$ cat config.mk
export PLATFORM = sky130hd
export DESIGN_NAME = prio_irq_ctrl
export DESIGN_NICKNAME = d
export VERILOG_FILES = /design/src/rtl/prio_irq_pkg.sv /design/src/rtl/pic_mask_bank.sv /design/src/rtl/pic_level_file.sv /design/src/rtl/pic_arbiter.sv /design/src/rtl/pic_soft_reset.sv /design/src/rtl/prio_irq_ctrl.sv
export SDC_FILE = /design/constraint.sdc
export NUM_CORES = 2
export LEC_CHECK = 0
export BUFFER_PORTS_ARGS = -buffer_cell sky130_fd_sc_hd__buf_2
export CORE_ASPECT_RATIO = 0.5
export CORE_MARGIN = 2
export CORE_UTILIZATION = 45
export CTS_CLUSTER_DIAMETER = 60
export CTS_CLUSTER_SIZE = 12
export DETAILED_ROUTE_END_ITERATION = 8
export MAX_ROUTING_LAYER = met4
export PLACE_DENSITY_LB_ADDON = 0.25
export REMOVE_ABC_BUFFERS = 1
export SETUP_SLACK_MARGIN = 0.3
export SLEW_MARGIN = 10
export SYNTH_ARGS = -nofsm -noshare
export SYNTH_HDL_FRONTEND = slang
export SYNTH_SLANG_ARGS = --single-unit
export TNS_END_PERCENT = 5
$ cat constraint.sdc
create_clock -name clk -period 160.7 [get_ports clk]
set_clock_uncertainty 0.2 [all_clocks]
set_input_delay 48.21 -clock clk [delete_from_list [all_inputs] [get_ports clk]]
set_output_delay 48.21 -clock clk [all_outputs]
set_load 0.02 [all_outputs]
$ cat src/rtl/prio_irq_pkg.sv
package prio_irq_pkg;

   localparam int BANK_W    = 32;
   localparam int PRIO_W    = 6;
   localparam int NUM_W     = 7;
   localparam int THR_W     = 8;
   localparam int MAX_BANKS = 4;

   // register byte offsets
   localparam int unsigned OFS_REV    = 32'h000;
   localparam int unsigned OFS_CFG    = 32'h010;
   localparam int unsigned OFS_STAT   = 32'h014;
   localparam int unsigned OFS_SORTED = 32'h040;
   localparam int unsigned OFS_CTRL   = 32'h048;
   localparam int unsigned OFS_PROT   = 32'h04C;
   localparam int unsigned OFS_IDLE   = 32'h050;
   localparam int unsigned OFS_THR    = 32'h068;
   localparam int unsigned OFS_MASK0  = 32'h084;
   localparam int unsigned OFS_MCLR0  = 32'h088;
   localparam int unsigned OFS_MSET0  = 32'h08C;
   localparam int unsigned OFS_PEND0  = 32'h098;
   localparam int unsigned OFS_LVL0   = 32'h100;
   localparam int unsigned BANK_STEP  = 32'h020;
   localparam int unsigned LVL_STEP   = 4;

   typedef struct packed {
      logic             valid;
      logic [NUM_W-1:0] num;
   } win_t;

endpackage

$ cat src/rtl/pic_mask_bank.sv
module pic_mask_bank #(
   parameter int W = 32
) (
   input  logic         clk,
   input  logic         rst_n,
   input  logic         clear_all,
   input  logic         we_whole,
   input  logic         we_clr,
   input  logic         we_set,
   input  logic [W-1:0] wdata,
   input  logic [W-1:0] src,
   output logic [W-1:0] mask_q,
   output logic [W-1:0] pend
);

   always_ff @(posedge clk or negedge rst_n) begin
      if (!rst_n)         mask_q <= '1;
      else if (clear_all) mask_q <= '1;
      else if (we_whole)  mask_q <= wdata;
      else if (we_clr)    mask_q <= mask_q & ~wdata;
      else if (we_set)    mask_q <= mask_q | wdata;
   end

   assign pend = src & ~mask_q;

endmodule

$ cat src/rtl/pic_level_file.sv
module pic_level_file #(
   parameter int N      = 96,
   parameter int PRIO_W = 6,
   parameter int IDX_W  = 7
) (
   input  logic                clk,
   input  logic                rst_n,
   input  logic                clear_all,
   input  logic                we,
   input  logic [IDX_W-1:0]    widx,
   input  logic [PRIO_W-1:0]   wprio,
   input  logic [IDX_W-1:0]    ridx,
   output logic [PRIO_W-1:0]   rprio,
   output logic [N*PRIO_W-1:0] prio_flat
);

   logic [PRIO_W-1:0] lvl_q [N];

   for (genvar i = 0; i < N; i++) begin : g_lvl
      always_ff @(posedge clk or negedge rst_n) begin
         if (!rst_n)                           lvl_q[i] <= '0;
         else if (clear_all)                   lvl_q[i] <= '0;
         else if (we && widx == IDX_W'(i))     lvl_q[i] <= wprio;
      end
      assign prio_flat[i*PRIO_W +: PRIO_W] = lvl_q[i];
   end

   always_comb begin
      rprio = '0;
      for (int i = 0; i < N; i++)
         if (ridx == IDX_W'(i)) rprio = lvl_q[i];
   end

endmodule

$ cat src/rtl/pic_arbiter.sv
module pic_arbiter
   import prio_irq_pkg::*;
#(
   parameter int N = 96
) (
   input  logic [N-1:0]        cand,
   input  logic [N*PRIO_W-1:0] prio_flat,
   input  logic [THR_W-1:0]    thr,
   output win_t                win
);

   logic              best_v;
   logic [PRIO_W-1:0] best_p;
   logic [NUM_W-1:0]  best_n;
   logic [PRIO_W-1:0] p;
   logic              elig;

   // ascending scan with strict compare keeps the lowest index on ties
   always_comb begin
      best_v = 1'b0;
      best_p = '0;
      best_n = '0;
      p      = '0;
      elig   = 1'b0;
      for (int i = 0; i < N; i++) begin
         p    = prio_flat[i*PRIO_W +: PRIO_W];
         elig = cand[i] && ((thr == '1) || (THR_W'(p) < thr));
         if (elig && (!best_v || p < best_p)) begin
            best_v = 1'b1;
            best_p = p;
            best_n = NUM_W'(i);
         end
      end
      win.valid = best_v;
      win.num   = best_n;
   end

endmodule

$ cat src/rtl/pic_soft_reset.sv
module pic_soft_reset #(
   parameter int CYCLES = 4
) (
   input  logic clk,
   input  logic rst_n,
   input  logic start,
   output logic busy,
   output logic clear_all
);

   localparam int CW = $clog2(CYCLES + 1);

   logic [CW-1:0] cnt_q;

   assign clear_all = busy && (cnt_q == CW'(CYCLES - 1));

   always_ff @(posedge clk or negedge rst_n) begin
      if (!rst_n) begin
         busy  <= 1'b0;
         cnt_q <= '0;
      end else if (clear_all) begin
         busy  <= 1'b0;
         cnt_q <= '0;
      end else if (busy) begin
         cnt_q <= cnt_q + 1'b1;
      end else if (start) begin
         busy  <= 1'b1;
         cnt_q <= '0;
      end
   end

endmodule

$ cat src/rtl/prio_irq_ctrl.sv
module prio_irq_ctrl
   import prio_irq_pkg::*;
#(
   parameter int NUM_BANKS = 3,
   parameter int ADDR_W    = 10,
   parameter int REV_MAJOR = 2,
   parameter int REV_MINOR = 1,
   parameter int SR_CYCLES = 4,
   localparam int NUM_SRC  = NUM_BANKS * BANK_W
) (
   input  logic               clk,
   input  logic               rst_n,
   input  logic [NUM_SRC-1:0] irq_src,
   input  logic [ADDR_W-1:0]  reg_addr,
   input  logic [31:0]        reg_wdata,
   input  logic               reg_we,
   output logic [31:0]        reg_rdata,
   output logic               irq_out
);

   localparam int IDX_W   = $clog2(NUM_SRC);
   localparam int LVL_END = OFS_LVL0 + LVL_STEP * NUM_SRC;

   // elaboration-time parameter checks
   if (NUM_BANKS < 1 || NUM_BANKS > MAX_BANKS) begin : g_bad_banks
      $error("NUM_BANKS must lie in 1..%0d", MAX_BANKS);
   end
   if (LVL_END >= (1 << ADDR_W)) begin : g_bad_addr
      $error("ADDR_W too small for the level registers");
   end
   if (SR_CYCLES < 1) begin : g_bad_sr
      $error("SR_CYCLES must be at least 1");
   end
   if (REV_MAJOR > 15 || REV_MINOR > 15 || REV_MAJOR < 0 || REV_MINOR < 0) begin : g_bad_rev
      $error("revision fields are 4 bits each");
   end
   if (NUM_SRC > (1 << NUM_W)) begin : g_bad_num
      $error("source count exceeds the sorted number width");
   end

   logic                  ack_wr, sr_start, sr_busy, clear_all;
   logic                  cfg_auto_q, prot_q;
   logic [1:0]            idle_q;
   logic [THR_W-1:0]      thr_q;
   logic [NUM_SRC-1:0]    mask_vec, pend_vec;
   logic                  act_v;
   logic [NUM_W-1:0]      act_num;
   win_t                  win;
   logic                  win_valid;
   logic [NUM_W-1:0]      win_num;
   logic [NUM_SRC*PRIO_W-1:0] prio_flat;
   logic                  lvl_hit;
   logic [ADDR_W-1:0]     lvl_off;
   logic [IDX_W-1:0]      lvl_idx;
   logic [PRIO_W-1:0]     lvl_rd;

   assign ack_wr   = reg_we && (reg_addr == ADDR_W'(OFS_CTRL)) && reg_wdata[0];
   assign sr_start = reg_we && (reg_addr == ADDR_W'(OFS_CFG)) && reg_wdata[1];

   // ---------------- mask banks ----------------
   for (genvar b = 0; b < NUM_BANKS; b++) begin : g_bank
      logic hit_whole, hit_clr, hit_set;
      assign hit_whole = reg_we && (reg_addr == ADDR_W'(OFS_MASK0 + BANK_STEP * b));
      assign hit_clr   = reg_we && (reg_addr == ADDR_W'(OFS_MCLR0 + BANK_STEP * b));
      assign hit_set   = reg_we && (reg_addr == ADDR_W'(OFS_MSET0 + BANK_STEP * b));

      pic_mask_bank #(.W(BANK_W)) i_bank (
         .clk       (clk),
         .rst_n     (rst_n),
         .clear_all (clear_all),
         .we_whole  (hit_whole),
         .we_clr    (hit_clr),
         .we_set    (hit_set),
         .wdata     (reg_wdata),
         .src       (irq_src[b*BANK_W +: BANK_W]),
         .mask_q    (mask_vec[b*BANK_W +: BANK_W]),
         .pend      (pend_vec[b*BANK_W +: BANK_W])
      );
   end

   // ---------------- per-source levels ----------------
   assign lvl_off = reg_addr - ADDR_W'(OFS_LVL0);
   assign lvl_idx = IDX_W'(lvl_off >> 2);
   assign lvl_hit = (reg_addr >= ADDR_W'(OFS_LVL0)) &&
                    (reg_addr <  ADDR_W'(LVL_END))   &&
                    (reg_addr[1:0] == 2'b00);

   pic_level_file #(.N(NUM_SRC), .PRIO_W(PRIO_W), .IDX_W(IDX_W)) i_levels (
      .clk       (clk),
      .rst_n     (rst_n),
      .clear_all (clear_all),
      .we        (reg_we && lvl_hit),
      .widx      (lvl_idx),
      .wprio     (reg_wdata[PRIO_W+1:2]),
      .ridx      (lvl_idx),
      .rprio     (lvl_rd),
      .prio_flat (prio_flat)
   );

   // ---------------- arbitration ----------------
   pic_arbiter #(.N(NUM_SRC)) i_arb (
      .cand      (pend_vec),
      .prio_flat (prio_flat),
      .thr       (thr_q),
      .win       (win)
   );
   assign win_valid = win.valid;
   assign win_num   = win.num;

   // ---------------- soft reset ----------------
   pic_soft_reset #(.CYCLES(SR_CYCLES)) i_srst (
      .clk       (clk),
      .rst_n     (rst_n),
      .start     (sr_start),
      .busy      (sr_busy),
      .clear_all (clear_all)
   );

   // ---------------- control registers ----------------
   always_ff @(posedge clk or negedge rst_n) begin
      if (!rst_n) begin
         cfg_auto_q <= 1'b0;
         prot_q     <= 1'b0;
         idle_q     <= '0;
         thr_q      <= '0;
      end else if (clear_all) begin
         cfg_auto_q <= 1'b0;
         prot_q     <= 1'b0;
         idle_q     <= '0;
         thr_q      <= '0;
      end else if (reg_we) begin
         if (reg_addr == ADDR_W'(OFS_CFG))  cfg_auto_q <= reg_wdata[0];
         if (reg_addr == ADDR_W'(OFS_PROT)) prot_q     <= reg_wdata[0];
         if (reg_addr == ADDR_W'(OFS_IDLE)) idle_q     <= reg_wdata[1:0];
         if (reg_addr == ADDR_W'(OFS_THR))  thr_q      <= reg_wdata[THR_W-1:0];
      end
   end

   // ---------------- active-source latch ----------------
   always_ff @(posedge clk or negedge rst_n) begin
      if (!rst_n) begin
         act_v   <= 1'b0;
         act_num <= '0;
      end else if (clear_all || ack_wr) begin
         act_v   <= 1'b0;
         act_num <= '0;
      end else if (!act_v && win_valid) begin
         act_v   <= 1'b1;
         act_num <= win_num;
      end
   end

   assign irq_out = act_v;

   // ---------------- read mux ----------------
   always_comb begin
      reg_rdata = '0;
      if (reg_addr == ADDR_W'(OFS_REV))
         reg_rdata[7:0] = {4'(REV_MAJOR), 4'(REV_MINOR)};
      else if (reg_addr == ADDR_W'(OFS_CFG))
         reg_rdata[1:0] = {sr_busy, cfg_auto_q};
      else if (reg_addr == ADDR_W'(OFS_STAT))
         reg_rdata[0] = !sr_busy;
      else if (reg_addr == ADDR_W'(OFS_SORTED))
         reg_rdata[NUM_W-1:0] = act_num;
      else if (reg_addr == ADDR_W'(OFS_PROT))
         reg_rdata[0] = prot_q;
      else if (reg_addr == ADDR_W'(OFS_IDLE))
         reg_rdata[1:0] = idle_q;
      else if (reg_addr == ADDR_W'(OFS_THR))
         reg_rdata[THR_W-1:0] = thr_q;
      else if (lvl_hit)
         reg_rdata[PRIO_W+1:2] = lvl_rd;
      for (int b = 0; b < NUM_BANKS; b++) begin
         if (reg_addr == ADDR_W'(OFS_MASK0 + BANK_STEP * b))
            reg_rdata = mask_vec[b*BANK_W +: BANK_W];
         if (reg_addr == ADDR_W'(OFS_PEND0 + BANK_STEP * b))
            reg_rdata = pend_vec[b*BANK_W +: BANK_W];
      end
   end

endmodule

==> results.json <==
{
  "synthSimpleGateAreaFrac_pct": 21.5,
  "clockRootBuffer": "clkbuf_16",
  "fin_area_mm2": 0.0998,
  "synthCells": 9261,
  "layout-drive-gt1-share_pct": 34.4,
  "slew_headroom_pct": 4.23,
  "yosysSeqAreaShare_pct": 22.9,
  "cpMaxStageDelayCell": "or4_4",
  "grt_pass1_vias": 82300,
  "period_share_pct": 120,
  "port_buffers": 173,
  "clock_path_buffers": 3,
  "ios": 174,
  "rr_startpoint": "thr_q[5]$_DFFE_PN0P_",
  "powerDensity_mw_per_mm2": 33.2,
  "wirelength_um": 451000,
  "cts.htree.levels": 3,
  "grt_pass1_wl_um": 621000,
  "die_h_um": 296,
  "crit_arrival_ps": 193900,
  "final_cell_mix": "2043 x buf_4, 1142 x nor2_1, 686 x ha_1, 635 x nand2_1, 613 x o21ai_0",
  "antenna_found_initial": 78,
  "fin_hold_ws_ps": 290,
  "min_period_ps": 193410,
  "syn_avg_cell_area_um2": 8.27,
  "ys_ff_latch": 696,
  "r2r_end": "act_num[5]$_DFFE_PN0P_",
  "yosysWarningCount": 0,
  "synth_cell_types": 203,
  "path_clk_slew_ps": 70,
  "drt-wirelength-per-cell_um": 33.2,
  "min_to": "i_srst.cnt_q[2]$_DFFE_PN0P_",
  "rsz0062_at_grt": "true",
  "synth-adder-area-share_pct": 13.0,
  "num_vias": 89500,
  "slew_viol_final": 0,
  "ir_drop_mv": 0.0521,
  "nets": 12100,
  "fmax_mhz": 5.17,
  "synth_ff_type": "dfrtp_1",
  "ant_nets": 0,
  "setup-tns-final_ps": -228840,
  "cts_tree": "yes",
  "cts_buffers": 80,
  "hold_viol": 0,
  "n_fill_cell": 15500,
  "place_area_mm2": 0.0911,
  "hold-path-cell-count": 2,
  "viasPerCell": 6.59,
  "synth_compound_area_share_pct": 27.2,
  "clock-sinks": 696,
  "regArea_mm2": 0.0175,
  "run_status": "finished with violations",
  "critPathMaxStageDelay_ps": 610,
  "synth_top_family_by_area": "compound AO/OA/AOI/OAI gates",
  "cp.required_ps": 161180,
  "synth-xor-area-share_pct": 0.663,
  "cts_hold_buffers": 0,
  "holdCritPathClass": "flip-flop to flip-flop",
  "synthMuxAreaShare_pct": 10.0,
  "reg2reg_depth": 833,
  "crit_path_end_kind": "flip-flop",
  "dr.pass1.iters": 7,
  "grt_max_degree": 172,
  "clk_latency_ps": 740,
  "p_leak_uw": 0.0445,
  "area_delta_synth_final_pct": 30.2,
  "path_max_fanout": 8,
  "place_congestion": 1.17,
  "netlist_area_mm2": 0.0766,
  "dieArea_mm2": 0.174,
  "path_class": "primary input to flip-flop",
  "grt-ovfl-total": 0,
  "pre_cts_slack_ps": -39480,
  "initial_core_util_pct": 45.1,
  "async_flop_share_pct": 100,
  "min_from": "i_srst.cnt_q[2]$_DFFE_PN0P_",
  "hpwl_um": 344000,
  "rows": 107,
  "track_usage_pct": 51.2,
  "critPathMostFrequentCell": "buf_4",
  "worstSetupStartpoint": "irq_src[0]",
  "synth_edf_count": 0,
  "violations": "setup timing",
  "setup_viol": 7,
  "cap_violations": 0,
  "fin_ws_ps": -32710,
  "crit_path_start_kind": "primary input",
  "die_x_um": 588,
  "drc": 0,
  "drt_iter0_drc": 12800,
  "multiInputGateArea_mm2": 0.0592,
  "layout_commonest_cell": "buf_4",
  "tightest_slew_ps": 1430,
  "ff2ff_setup_slack_ps": 13710,
  "core_area_mm2": 0.170
}
## layer usage
layer  part of all wire, %  routed length [um]  GRT usage, %
met1                    41              185000          65.6
met2                    38              172000          66.5
met3                    16               71700          25.4
met4                   4.9               22200          22.1
met5                     0                   0             -
## critical path: cells and delay by family
family	cells	cell delay, ps
compound gates	386	66520
simple gates	244	37990
fa+ha+maj	101	27400
buf+inv	128	16330
mux	29	6470
## Yosys cell counts (38+ instances only)
cell type     n  area share [%]
o22ai_1      40            0.33
ha_1        783              13
a211o_1      38            0.43
or2_2        73            0.60
a21o_2       43            0.49
and2_2       39            0.38
a31oi_1      69            0.56
a21o_1      135             1.3
nor2b_1     165             1.3
a22o_1       87            0.99
mux2i_1     642             8.4
clkbuf_8     44            0.79
a21oi_1     701             4.6
nand2_1     664             3.3
a22oi_1     141             1.4
a221oi_1     91             1.0
nand2b_1    185             1.5
o21a_1       43            0.42
dfrtp_1     600              20
mux2_2       42            0.62
clkbuf_1    226             1.1
o21ai_0     742             4.8
nand4_1      95            0.78
nand3_1     184             1.2
xnor2_1      43            0.49
buf_1        55            0.27
buf_6        47            0.69
nor3_1      211             1.4
o21ai_1      45            0.29
a211oi_1     67            0.66
o211ai_1     58            0.57
dfstp_2      96             3.3
nor2_1     1223             6.0
inv_1       263             1.3
## worst max-delay path by stage
stage,to,cells after the start
after floorplan,act_num[6]$_DFFE_PN0P_,1171
after global placement,act_num[5]$_DFFE_PN0P_,1165
after detailed placement,act_num[5]$_DFFE_PN0P_,926
after CTS,act_num[5]$_DFFE_PN0P_,894
after global routing,act_num[5]$_DFFE_PN0P_,887
final,act_num[5]$_DFFE_PN0P_,888
## cell type report
| class | count | share of cell area (%) |
|---|---|---|
| Antenna cell | 91 | 0.228 |
| Clock buffer | 102 | 2.12 |
| Clock inverter | 32 | 0.347 |
| Inverter | 265 | 1.02 |
| Multi-Input combinational cell | 7882 | 59.3 |
| Sequential cell | 696 | 17.6 |
| Tap cell | 2289 | 2.87 |
| Timing Repair Buffer | 2236 | 16.5 |
## power by group
part           leakage, uW  switching (uW)  internal [uW]
combinational       0.0340            1460           1470
clock              0.00121            92.6           99.2
sequential         0.00933            10.9            181
total               0.0445            1560           1750
## cell families (layout without fill, tap and decap cells)
| group | count (synthesis) | count (layout) |
|---|---|---|
| flops | 696 | 696 |
| simple gates | 3310 | 3311 |
| buf+inv | 685 | 2635 |
| mux | 740 | 740 |
| fa+ha+maj | 798 | 798 |
| xor+xnor | 58 | 58 |
| compound gates | 2974 | 2975 |
| other cells | 0 | 91 |
## registers in the layout, summed over array words and instances (netlist names)
| name | count |
|---|---|
| act_num | 7 |
| thr_q | 8 |
| idle_q | 2 |
| i_srst.busy | 1 |
| g_bank.i_bank.mask_q | 96 |
| irq_out | 1 |
| i_levels.prio_flat | 576 |
| cfg_auto_q | 1 |
| prot_q | 1 |
| i_srst.cnt_q | 3 |
## per-stage QoR
stage	util, %	cells	power [uW]
after floorplan	-	8841	1420
after global placement	53.7	13100	2620
after detailed placement	53.7	13100	2610
after CTS	57.3	13400	3060
after global routing	58.8	13600	3500
final	58.8	13600	3320
## what timing repair did
action / 4_1_cts / 5_1_grt
gates cloned: 2 / 0
pin swaps: 281 / 330
setup endpoints to repair: 7 / 7
buffers inserted: 214 / 99
resized for setup: 538 / 334
Note: power is estimated with default switching activity, not from simulation.
